File: config.mk
export PLATFORM = sky130hd
export DESIGN_NAME = out_fault_supervisor
export DESIGN_NICKNAME = d
export VERILOG_FILES = /design/src/rtl/fg_pkg.sv /design/src/rtl/fg_level_cmp.sv /design/src/rtl/fg_trip_confirm.sv /design/src/rtl/fg_pgood_win.sv /design/src/rtl/out_fault_supervisor.sv
export SDC_FILE = /design/constraint.sdc
export NUM_CORES = 1
export LEC_CHECK = 0
export ABC_CLOCK_PERIOD_IN_PS = 1300
export CELL_PAD_IN_SITES_DETAIL_PLACEMENT = 1
export CELL_PAD_IN_SITES_GLOBAL_PLACEMENT = 1
export CORE_AREA = 2 2 50 52
export DETAILED_ROUTE_END_ITERATION = 8
export DIE_AREA = 0 0 52 54
export PLACE_DENSITY = 0.8
export SETUP_SLACK_MARGIN = 0.4
export SLEW_MARGIN = 5
export SYNTH_ARGS = -nofsm -noshare
export SYNTH_HDL_FRONTEND = slang
export SYNTH_SLANG_ARGS = --single-unit
File: constraint.sdc
create_clock -name clk -period 1.3 [get_ports clk]
set_clock_uncertainty 0.2 [all_clocks]
set_input_delay 0.26 -clock clk [delete_from_list [all_inputs] [get_ports clk]]
set_output_delay 0.26 -clock clk [all_outputs]
set_load 0.01 [all_outputs]
File: src/rtl/fg_pkg.sv
// Shared types for the output fault supervisor.
package fg_pkg;
    typedef enum logic [1:0] {
        GM_RUN      = 2'b00,
        GM_BOTH_OFF = 2'b01,
        GM_LOW_ON   = 2'b10
    } gate_mode_e;

    localparam int FLT_UV    = 0;
    localparam int FLT_OV    = 1;
    localparam int FLT_OC    = 2;
    localparam int FLT_COUNT = 3;
endpackage

File: src/rtl/fg_level_cmp.sv
// Threshold comparators. Turns the sense code and the status flags into
// raw per-sample fault conditions, a collapse flag and the power-good
// entry and exit conditions.
// Assumes every threshold derived from the percentages fits in CODE_W bits.
module fg_level_cmp
    import fg_pkg::*;
#(
    parameter int CODE_W        = 10,
    parameter int REF_CODE      = 512,
    parameter int UV_PCT        = 75,
    parameter int OV_PCT        = 125,
    parameter int COLLAPSE_PCT  = 50,
    parameter int PG_IN_LO_PCT  = 93,
    parameter int PG_IN_HI_PCT  = 107,
    parameter int PG_OUT_LO_PCT = 90,
    parameter int PG_OUT_HI_PCT = 110
) (
    input  logic [CODE_W-1:0]    sense_code,
    input  logic                 ss_done,
    input  logic                 ls_on,
    input  logic                 oc_flag,
    output logic [FLT_COUNT-1:0] raw,
    output logic                 collapse,
    output logic                 pg_enter,
    output logic                 pg_leave
);
    localparam logic [CODE_W-1:0] UV_TH     = CODE_W'((REF_CODE * UV_PCT) / 100);
    localparam logic [CODE_W-1:0] OV_TH     = CODE_W'((REF_CODE * OV_PCT) / 100);
    localparam logic [CODE_W-1:0] CLPS_TH   = CODE_W'((REF_CODE * COLLAPSE_PCT) / 100);
    localparam logic [CODE_W-1:0] IN_LO_TH  = CODE_W'((REF_CODE * PG_IN_LO_PCT) / 100);
    localparam logic [CODE_W-1:0] IN_HI_TH  = CODE_W'((REF_CODE * PG_IN_HI_PCT) / 100);
    localparam logic [CODE_W-1:0] OUT_LO_TH = CODE_W'((REF_CODE * PG_OUT_LO_PCT) / 100);
    localparam logic [CODE_W-1:0] OUT_HI_TH = CODE_W'((REF_CODE * PG_OUT_HI_PCT) / 100);

    // Raw fault conditions, each with its own arming qualifier.
    always_comb begin
        raw         = '0;
        raw[FLT_UV] = ss_done && (sense_code < UV_TH);
        raw[FLT_OV] = sense_code > OV_TH;
        raw[FLT_OC] = ls_on && oc_flag;
    end

    // Collapse detection and the power-good window edges.
    always_comb begin
        collapse = sense_code < CLPS_TH;
        pg_enter = (sense_code >= IN_LO_TH) && (sense_code <= IN_HI_TH);
        pg_leave = (sense_code < OUT_LO_TH) || (sense_code > OUT_HI_TH);
    end
endmodule

File: src/rtl/fg_trip_confirm.sv
// Confirms one fault. It latches after CONFIRM_N consecutive valid samples
// that show the raw condition, and holds until reset.
// Assumes CONFIRM_N >= 1. A clean valid sample restarts the count.
module fg_trip_confirm #(
    parameter int CONFIRM_N = 2
) (
    input  logic clk,
    input  logic rst_n,
    input  logic sample_vld,
    input  logic raw,
    output logic tripped
);
    localparam int               CNT_W = $clog2(CONFIRM_N + 1);
    localparam logic [CNT_W-1:0] LAST  = CNT_W'(CONFIRM_N - 1);

    logic [CNT_W-1:0] streak;

    // Counts the consecutive faulty samples and sets the sticky trip.
    always_ff @(posedge clk) begin
        if (!rst_n) begin
            streak  <= '0;
            tripped <= 1'b0;
        end else if (sample_vld) begin
            if (raw) begin
                if (streak == LAST) tripped <= 1'b1;
                else                streak  <= streak + 1'b1;
            end else begin
                streak <= '0;
            end
        end
    end


    trip_needs_sample_chk: assert property (@(posedge clk) disable iff (!rst_n)
        $rose(tripped) |-> $past(sample_vld && raw));


    trip_sticky_chk: assert property (@(posedge clk) disable iff (!rst_n)
        tripped |=> tripped);
endmodule

File: src/rtl/fg_pgood_win.sv
// Power-good state with hysteresis. It becomes good on an entry-window
// sample and is lost on an exit-window sample. It is cleared while
// soft-start is running or a fault is latched.
module fg_pgood_win (
    input  logic clk,
    input  logic rst_n,
    input  logic sample_vld,
    input  logic ss_done,
    input  logic fault_any,
    input  logic enter,
    input  logic leave,
    output logic pg_ok
);
    // Tracks the good state on each valid sample.
    always_ff @(posedge clk) begin
        if (!rst_n || !ss_done || fault_any) pg_ok <= 1'b0;
        else if (sample_vld && !pg_ok && enter) pg_ok <= 1'b1;
        else if (sample_vld && pg_ok && leave)  pg_ok <= 1'b0;
    end


    pg_needs_ss_chk: assert property (@(posedge clk) disable iff (!rst_n)
        !ss_done |=> !pg_ok);


    pg_entry_window_chk: assert property (@(posedge clk) disable iff (!rst_n)
        $rose(pg_ok) |-> $past(sample_vld && enter));
endmodule

File: src/rtl/out_fault_supervisor.sv
// Output fault latch and power-good monitor. It combines the confirmed
// faults into a gate override, with overvolt first, and drives the
// open-drain power-good line. Reset acts as power-on reset. No fault
// latch clears without it.
module out_fault_supervisor
    import fg_pkg::*;
#(
    parameter int CODE_W        = 10,
    parameter int REF_CODE      = 512,
    parameter int CONFIRM_N     = 2,
    parameter int UV_PCT        = 75,
    parameter int OV_PCT        = 125,
    parameter int COLLAPSE_PCT  = 50,
    parameter int PG_IN_LO_PCT  = 93,
    parameter int PG_IN_HI_PCT  = 107,
    parameter int PG_OUT_LO_PCT = 90,
    parameter int PG_OUT_HI_PCT = 110
) (
    input  logic              clk,
    input  logic              rst_n,
    input  logic [CODE_W-1:0] sense_code,
    input  logic              sample_vld,
    input  logic              ss_done,
    input  logic              ls_on,
    input  logic              oc_flag,
    output logic [1:0]        gate_mode,
    output logic              pg_drive_low
);
    logic [FLT_COUNT-1:0] raw;
    logic [FLT_COUNT-1:0] tripped;
    logic                 collapse, pg_enter, pg_leave, pg_ok, ls_released;
    gate_mode_e           mode;

    fg_level_cmp #(
        .CODE_W(CODE_W), .REF_CODE(REF_CODE), .UV_PCT(UV_PCT), .OV_PCT(OV_PCT),
        .COLLAPSE_PCT(COLLAPSE_PCT), .PG_IN_LO_PCT(PG_IN_LO_PCT),
        .PG_IN_HI_PCT(PG_IN_HI_PCT), .PG_OUT_LO_PCT(PG_OUT_LO_PCT),
        .PG_OUT_HI_PCT(PG_OUT_HI_PCT)
    ) u_cmp (
        .sense_code(sense_code), .ss_done(ss_done), .ls_on(ls_on),
        .oc_flag(oc_flag), .raw(raw), .collapse(collapse),
        .pg_enter(pg_enter), .pg_leave(pg_leave)
    );

    for (genvar f = 0; f < FLT_COUNT; f++) begin : g_confirm
        fg_trip_confirm #(.CONFIRM_N(CONFIRM_N)) u_trip (
            .clk(clk), .rst_n(rst_n), .sample_vld(sample_vld),
            .raw(raw[f]), .tripped(tripped[f])
        );
    end

    // Releases the forced low side once an overvolt has collapsed the output.
    always_ff @(posedge clk) begin
        if (!rst_n) ls_released <= 1'b0;
        else if (tripped[FLT_OV] && sample_vld && collapse) ls_released <= 1'b1;
    end

    // Override selection, with overvolt ahead of the both-off faults.
    always_comb begin
        if (tripped[FLT_OV])
            mode = ls_released ? GM_BOTH_OFF : GM_LOW_ON;
        else if (tripped[FLT_UV] || tripped[FLT_OC])
            mode = GM_BOTH_OFF;
        else
            mode = GM_RUN;
    end

    fg_pgood_win u_pg (
        .clk(clk), .rst_n(rst_n), .sample_vld(sample_vld), .ss_done(ss_done),
        .fault_any(|tripped), .enter(pg_enter), .leave(pg_leave), .pg_ok(pg_ok)
    );

    // Drives the output pins.
    always_comb begin
        gate_mode    = mode;
        pg_drive_low = !pg_ok || (|tripped);
    end


    override_hold_chk: assert property (@(posedge clk) disable iff (!rst_n)
        (gate_mode != GM_RUN) |=> (gate_mode != GM_RUN));


    release_on_sample_chk: assert property (@(posedge clk) disable iff (!rst_n)
        ($past(gate_mode) == GM_LOW_ON && gate_mode == GM_BOTH_OFF) |-> $past(sample_vld && collapse));


    release_final_chk: assert property (@(posedge clk) disable iff (!rst_n)
        ls_released |=> (gate_mode == GM_BOTH_OFF));
endmodule

After elaboration in Yosys (flattened, before gate mapping)
Cells that the tools add are included.
{ "word_totals": {"regBits": 11, "out_inout_bits": 3} }
{ "op_classes": {"addsub": 3, "magnitude_cmp": 7, "eq_ne": 6, "mux": 11, "n_reduce_logical": 25} }
{ "ops": {"columns": ["operator", "count"], "rows": [
  ["less-than comparator 10 x 9 -> 1 bit, second input constant", 3],
  ["greater-than comparator 10 bit, second input constant", 2],
  ["2-to-1 mux 2 bit", 8],
  ["greater-or-equal comparator 10 x 9 -> 1 bit, second input constant", 1],
  ["<= comparator 10 bit, second input constant", 1],
  ["logical AND 1 bit", 9],
  ["AND reduction 3 bit", 3],
  ["adder 2 x 1 -> 2 bit, second input constant", 3],
  ["equality test 2 x 1 -> 1 bit, second input constant", 3],
  ["inequality test 2 bit, second input constant", 3],
  ["AND reduction 2 bit", 3],
  ["logical OR 1 bit", 5],
  ["zero test 1 bit", 3],
  ["2-to-1 mux 1 bit", 3],
  ["OR reduction 3 bit", 1],
  ["nonzero test 2 bit", 1]
]} }

Logic depth before layout (Yosys ltp)
{ "logic_depth": {"word_depth": 5, "mapped_depth": 6, "ltp_nobuf": 6} }

Modules after synthesis
From an unflattened synthesis, not the netlist that was laid out.
{ "unflattened": {"hier_cells": 77, "area_unflattened_um2": 664.4} }
{ "modules_own_cells": {"columns": ["mod", "n_inst", "cells_each", "area_each_um2"], "rows": [
  ["fg_trip_confirm", 3, 15, 141.4],
  ["fg_level_cmp", 1, 19, 125.1],
  ["out_fault_supervisor", 1, 8, 67.6],
  ["fg_pgood_win", 1, 5, 47.5]
]} }

Least setup slack after synthesis
No wires, ideal clock.
{ "synth_path": {"path_kind": "input-to-reg", "from": "input sense_code[2]", "to": "register g_confirm[1].u_trip.streak[0]", "setup_time_ps": 135, "t_arrival_ps": 1080, "required_time_ps": 965, "setup_slack_ps": -115, "path_stages": 4, "n_path_buf": 0, "cell_sequence": "nor4_1 a21oi_1 a311oi_1 o22ai_1"} }
{ "synth_via": {"elab_chain_cells": 3, "elab_cells_between_ends": 4, "cone_classes": "order compare: 1; eq/ne: 1; mux: 1; reduce/logical: 1"} }
{ "synth_rtl": {"columns": ["item", "line_no", "rtl"], "rows": [
  ["from (decl)", "out_fault_supervisor.sv:21", "input logic [CODE_W-1:0] sense_code,"],
  ["greater-than comparator 10 bit (*)", "fg_level_cmp.sv:39", "raw[FLT_OV] = sense_code > OV_TH;"],
  ["inequality test 2 bit (no source line)", null, null],
  ["AND reduction 2 bit (no source line)", null, null],
  ["to (signal assigned)", "fg_trip_confirm.sv:26", "else streak <= streak + 1'b1;"],
  ["to (decl)", "fg_trip_confirm.sv:16", "logic [CNT_W-1:0] streak;"]
]} }
Mark *: on every way between the ends. The rest lies on a longest branch, timed or not.
A chain may end at the register's enable or synchronous reset.

Worst setup path in the final report
{ "layout_path": {"from": "register g_confirm[1].u_trip.tripped", "to": "output pg_drive_low"} }
{ "layout_via": {"elab_chain_cells": 2} }
{ "layout_rtl": {"columns": ["item", "line_no", "rtl"], "rows": [
  ["from (decl)", "fg_trip_confirm.sv:11", "output logic tripped"],
  ["from (signal assigned)", "fg_trip_confirm.sv:22", "tripped <= 1'b0;"],
  ["from (signal assigned)", "fg_trip_confirm.sv:25", "if (streak == LAST) tripped <= 1'b1;"],
  ["OR reduction 3 bit", "out_fault_supervisor.sv:76", "pg_drive_low = !pg_ok || (|tripped);"],
  ["logical OR 1 bit", "out_fault_supervisor.sv:76", null],
  ["to (decl)", "out_fault_supervisor.sv:27", "output logic pg_drive_low"]
]} }
No other way between the ends.

==> metrics.txt <==
antenna violations before repair 0; Overflow after GRT 0; Required @ worst endpoint 0.84 ns; flops & latches, synth 11; Crit-path slowest cell dfxtp_2; Core Area 2320 sq um; post-synth cell types 29; pin count of the biggest net entering global routing 8; Setup violations, final 6; CTS Buffer Depth 2; cts hold-fix bufs 0; Syn Inst Count 78; overall routing resource usage 0.2264; Worst-path clk slew 0.08 ns; post-route clock period utilization 1.182; status complete, but fails checks; number of placed I/O pins 19; violated checks negative setup slack; placed insts 147; vias in the first global route 888; Max Freq 650.8 MHz; first-pass GRT wire length 4.436 mm; Initial DRC Count 4; maxcap violations 0; Slew @ Worst Pin 0.3108 ns; setup TNS -0.6741 ns; post-layout min period 1.537 ns; DP HPWL 1.631 mm; Area after DPL 1116 sq um; DR WL/cell 18.59 um; H-tree depth 1; Layout area overhead 121.3%; Netlist Area Pre-Place 639.4 sq um; most common cell after layout, fill and taps aside buf_4; input/output buffers 18; routed vias/inst 5.261; GPL Wtd Cong 0.7540; DRC 0; Cell Chain, Critical Path nor3_4 > nand2_1 > buf_2; Reg area 231.5 sq um; final worst slack -0.2366 ns; Final Hold Fails 0; crit path DAT 1.08 ns; die height 54 um; element type at the critical path start flip-flop; filler cell count 266; Non-Filler Instances 165; Max stage delay on crit path 0.34 ns; Post-Syn Nets 97; commonest cells after routing, fill and taps aside buf_4 (26), buf_6 (15), buf_2 (7), dfxtp_2 (6), nor2b_1 (5); row count 18; Clock Sink Count 11; Power Density 625.3 nW/um^2; Initial Util 0.2756; CP top delay family flip-flops; Yosys warning total 0; crit path capture type output port; Worst Hold Class in -> reg; fin area 1415 sq um; Max Slew Vio Count 0; clock buffer count from CTS 3; Critical Path Fanout Max 3; Multi-input gate area 635.6 sq um; CTS tree done; CP bufs+invs 1; Detailed Routing Iterations Pass 1 4; Leak 0.5617 nW; routed wire length 3.068 mm; Die ar. 2808 sq um; via count 868; share of layout cells above drive strength 1 0.7333; register area share after synthesis 0.3444; # diodes 0; RSZ-0062 raised after global routing yes; # nets final 155; CTS Root Buffer Type clkbuf_4; Die X 52 um; VDD IR max 0.5414 mV; worst skew pair latency 0.28 ns; post-detailed-route count of antenna-violating nets 0; Avg Cell Area, Syn 8.197 sq um; critical path class reg -> out; Rel. slew slack 0.7928
[state kept, by name, indices dropped and copies added (netlist names)]
signal / cells
g_confirm.u_trip.streak: 6
ls_released: 1
u_pg.pg_ok: 1
g_confirm.u_trip.tripped: 3
[worst min-delay path: cells and delay by family]
family | cells | cell delay, ns
buf+inv | 1 | 0.20
compound gates | 1 | 0.03
simple gates | 1 | 0.09
[per-layer routing]
metal | up-vias | global-route usage | routed length, um
li1 | 409 | - | -
met1 | 432 | 0.2437 | 1227
met2 | 18 | 0.4430 | 1655
met3 | 9 | 0.04722 | 105
met4 | 0 | 0.06140 | 80
met5 | - | 0 | 0
[synth_stat cells, drive strengths merged]
library cell / n / area [sq um]
dfxtp: 11 / 220.2
nand2: 6 / 22.52
nor2b: 6 / 37.54
a21oi: 5 / 25.02
inv: 5 / 18.77
nand3: 5 / 25.02
nor3: 5 / 25.02
ha: 3 / 37.54
nor2: 3 / 11.26
o21a: 3 / 22.52
a211oi: 2 / 15.01
a31oi: 2 / 12.51
and2b: 2 / 17.52
and3b: 2 / 17.52
nor4: 2 / 12.51
o211ai: 2 / 15.01
o22ai: 2 / 12.51
a2bb2oi: 1 / 8.760
a311oi: 1 / 8.760
a41oi: 1 / 8.760
and2: 1 / 6.260
clkbuf: 1 / 3.750
nand3b: 1 / 7.510
nand4b: 1 / 8.760
o21ai: 1 / 5.000
o31a: 1 / 10.01
o31ai: 1 / 7.510
o32ai: 1 / 8.760
or4: 1 / 7.510
[what timing repair did]
item,CTS,global route
pin swaps,23,11
setup buffers,12,2
resized for setup,96,18
setup endpoints to repair,14,14
[cell type report]
class / instances / area share
multi-input combinational: 61 / 0.4492
tap: 30 / 0.02653
timing repair buffer: 54 / 0.3263
clock buffer: 3 / 0.01592
inverter: 5 / 0.01503
clock inverter: 1 / 0.003537
sequential: 11 / 0.1636
[through the flow]
step                setup slack [ns]  utilization  total power [mW]  hold WS [ns]
floorplan                   -0.09846            -            0.4230        0.1883
global placement             -0.6822       0.4811            0.5487        0.2572
detailed placement           -0.7210       0.4811            0.5554        0.2708
CTS                          -0.2231       0.5739            0.8477        0.1254
global route                 -0.2797       0.6100            0.9307        0.1528
finish                       -0.2366       0.6100            0.8848        0.1339
[path summary, 6_finish.rpt]
check | from | endpoint | slack (ns) | cells past startpoint
setup / recovery | g_confirm[1].u_trip.tripped | pg_drive_low | -0.24 | 3
hold / removal | ss_done | u_pg.pg_ok | 0.13 | 3
hold reg to reg | g_confirm[1].u_trip.streak[1] | g_confirm[1].u_trip.streak[1] | 0.31 | 2
setup reg to reg | g_confirm[1].u_trip.streak[1] | g_confirm[1].u_trip.streak[0] | -0.07 | 6
[power by group]
| part | internal [mW] | switching, mW |
|---|---|---|
| Combinational | 0.154 | 0.131 |
| Clock | 0.114 | 0.136 |
| Sequential | 0.342 | 0.00666 |
| Total | 0.610 | 0.274 |
[kinds of logic (layout without fill, tap and decap cells)]
kind of cell | count (synthesis) | in the layout | synth area share
flops | 11 | 11 | 0.3444
simple gates | 35 | 35 | 0.3112
fa+ha+maj | 3 | 3 | 0.05871
compound gates | 23 | 23 | 0.2505
buf+inv | 6 | 63 | 0.03522
(Power assumes the default switching activity.)
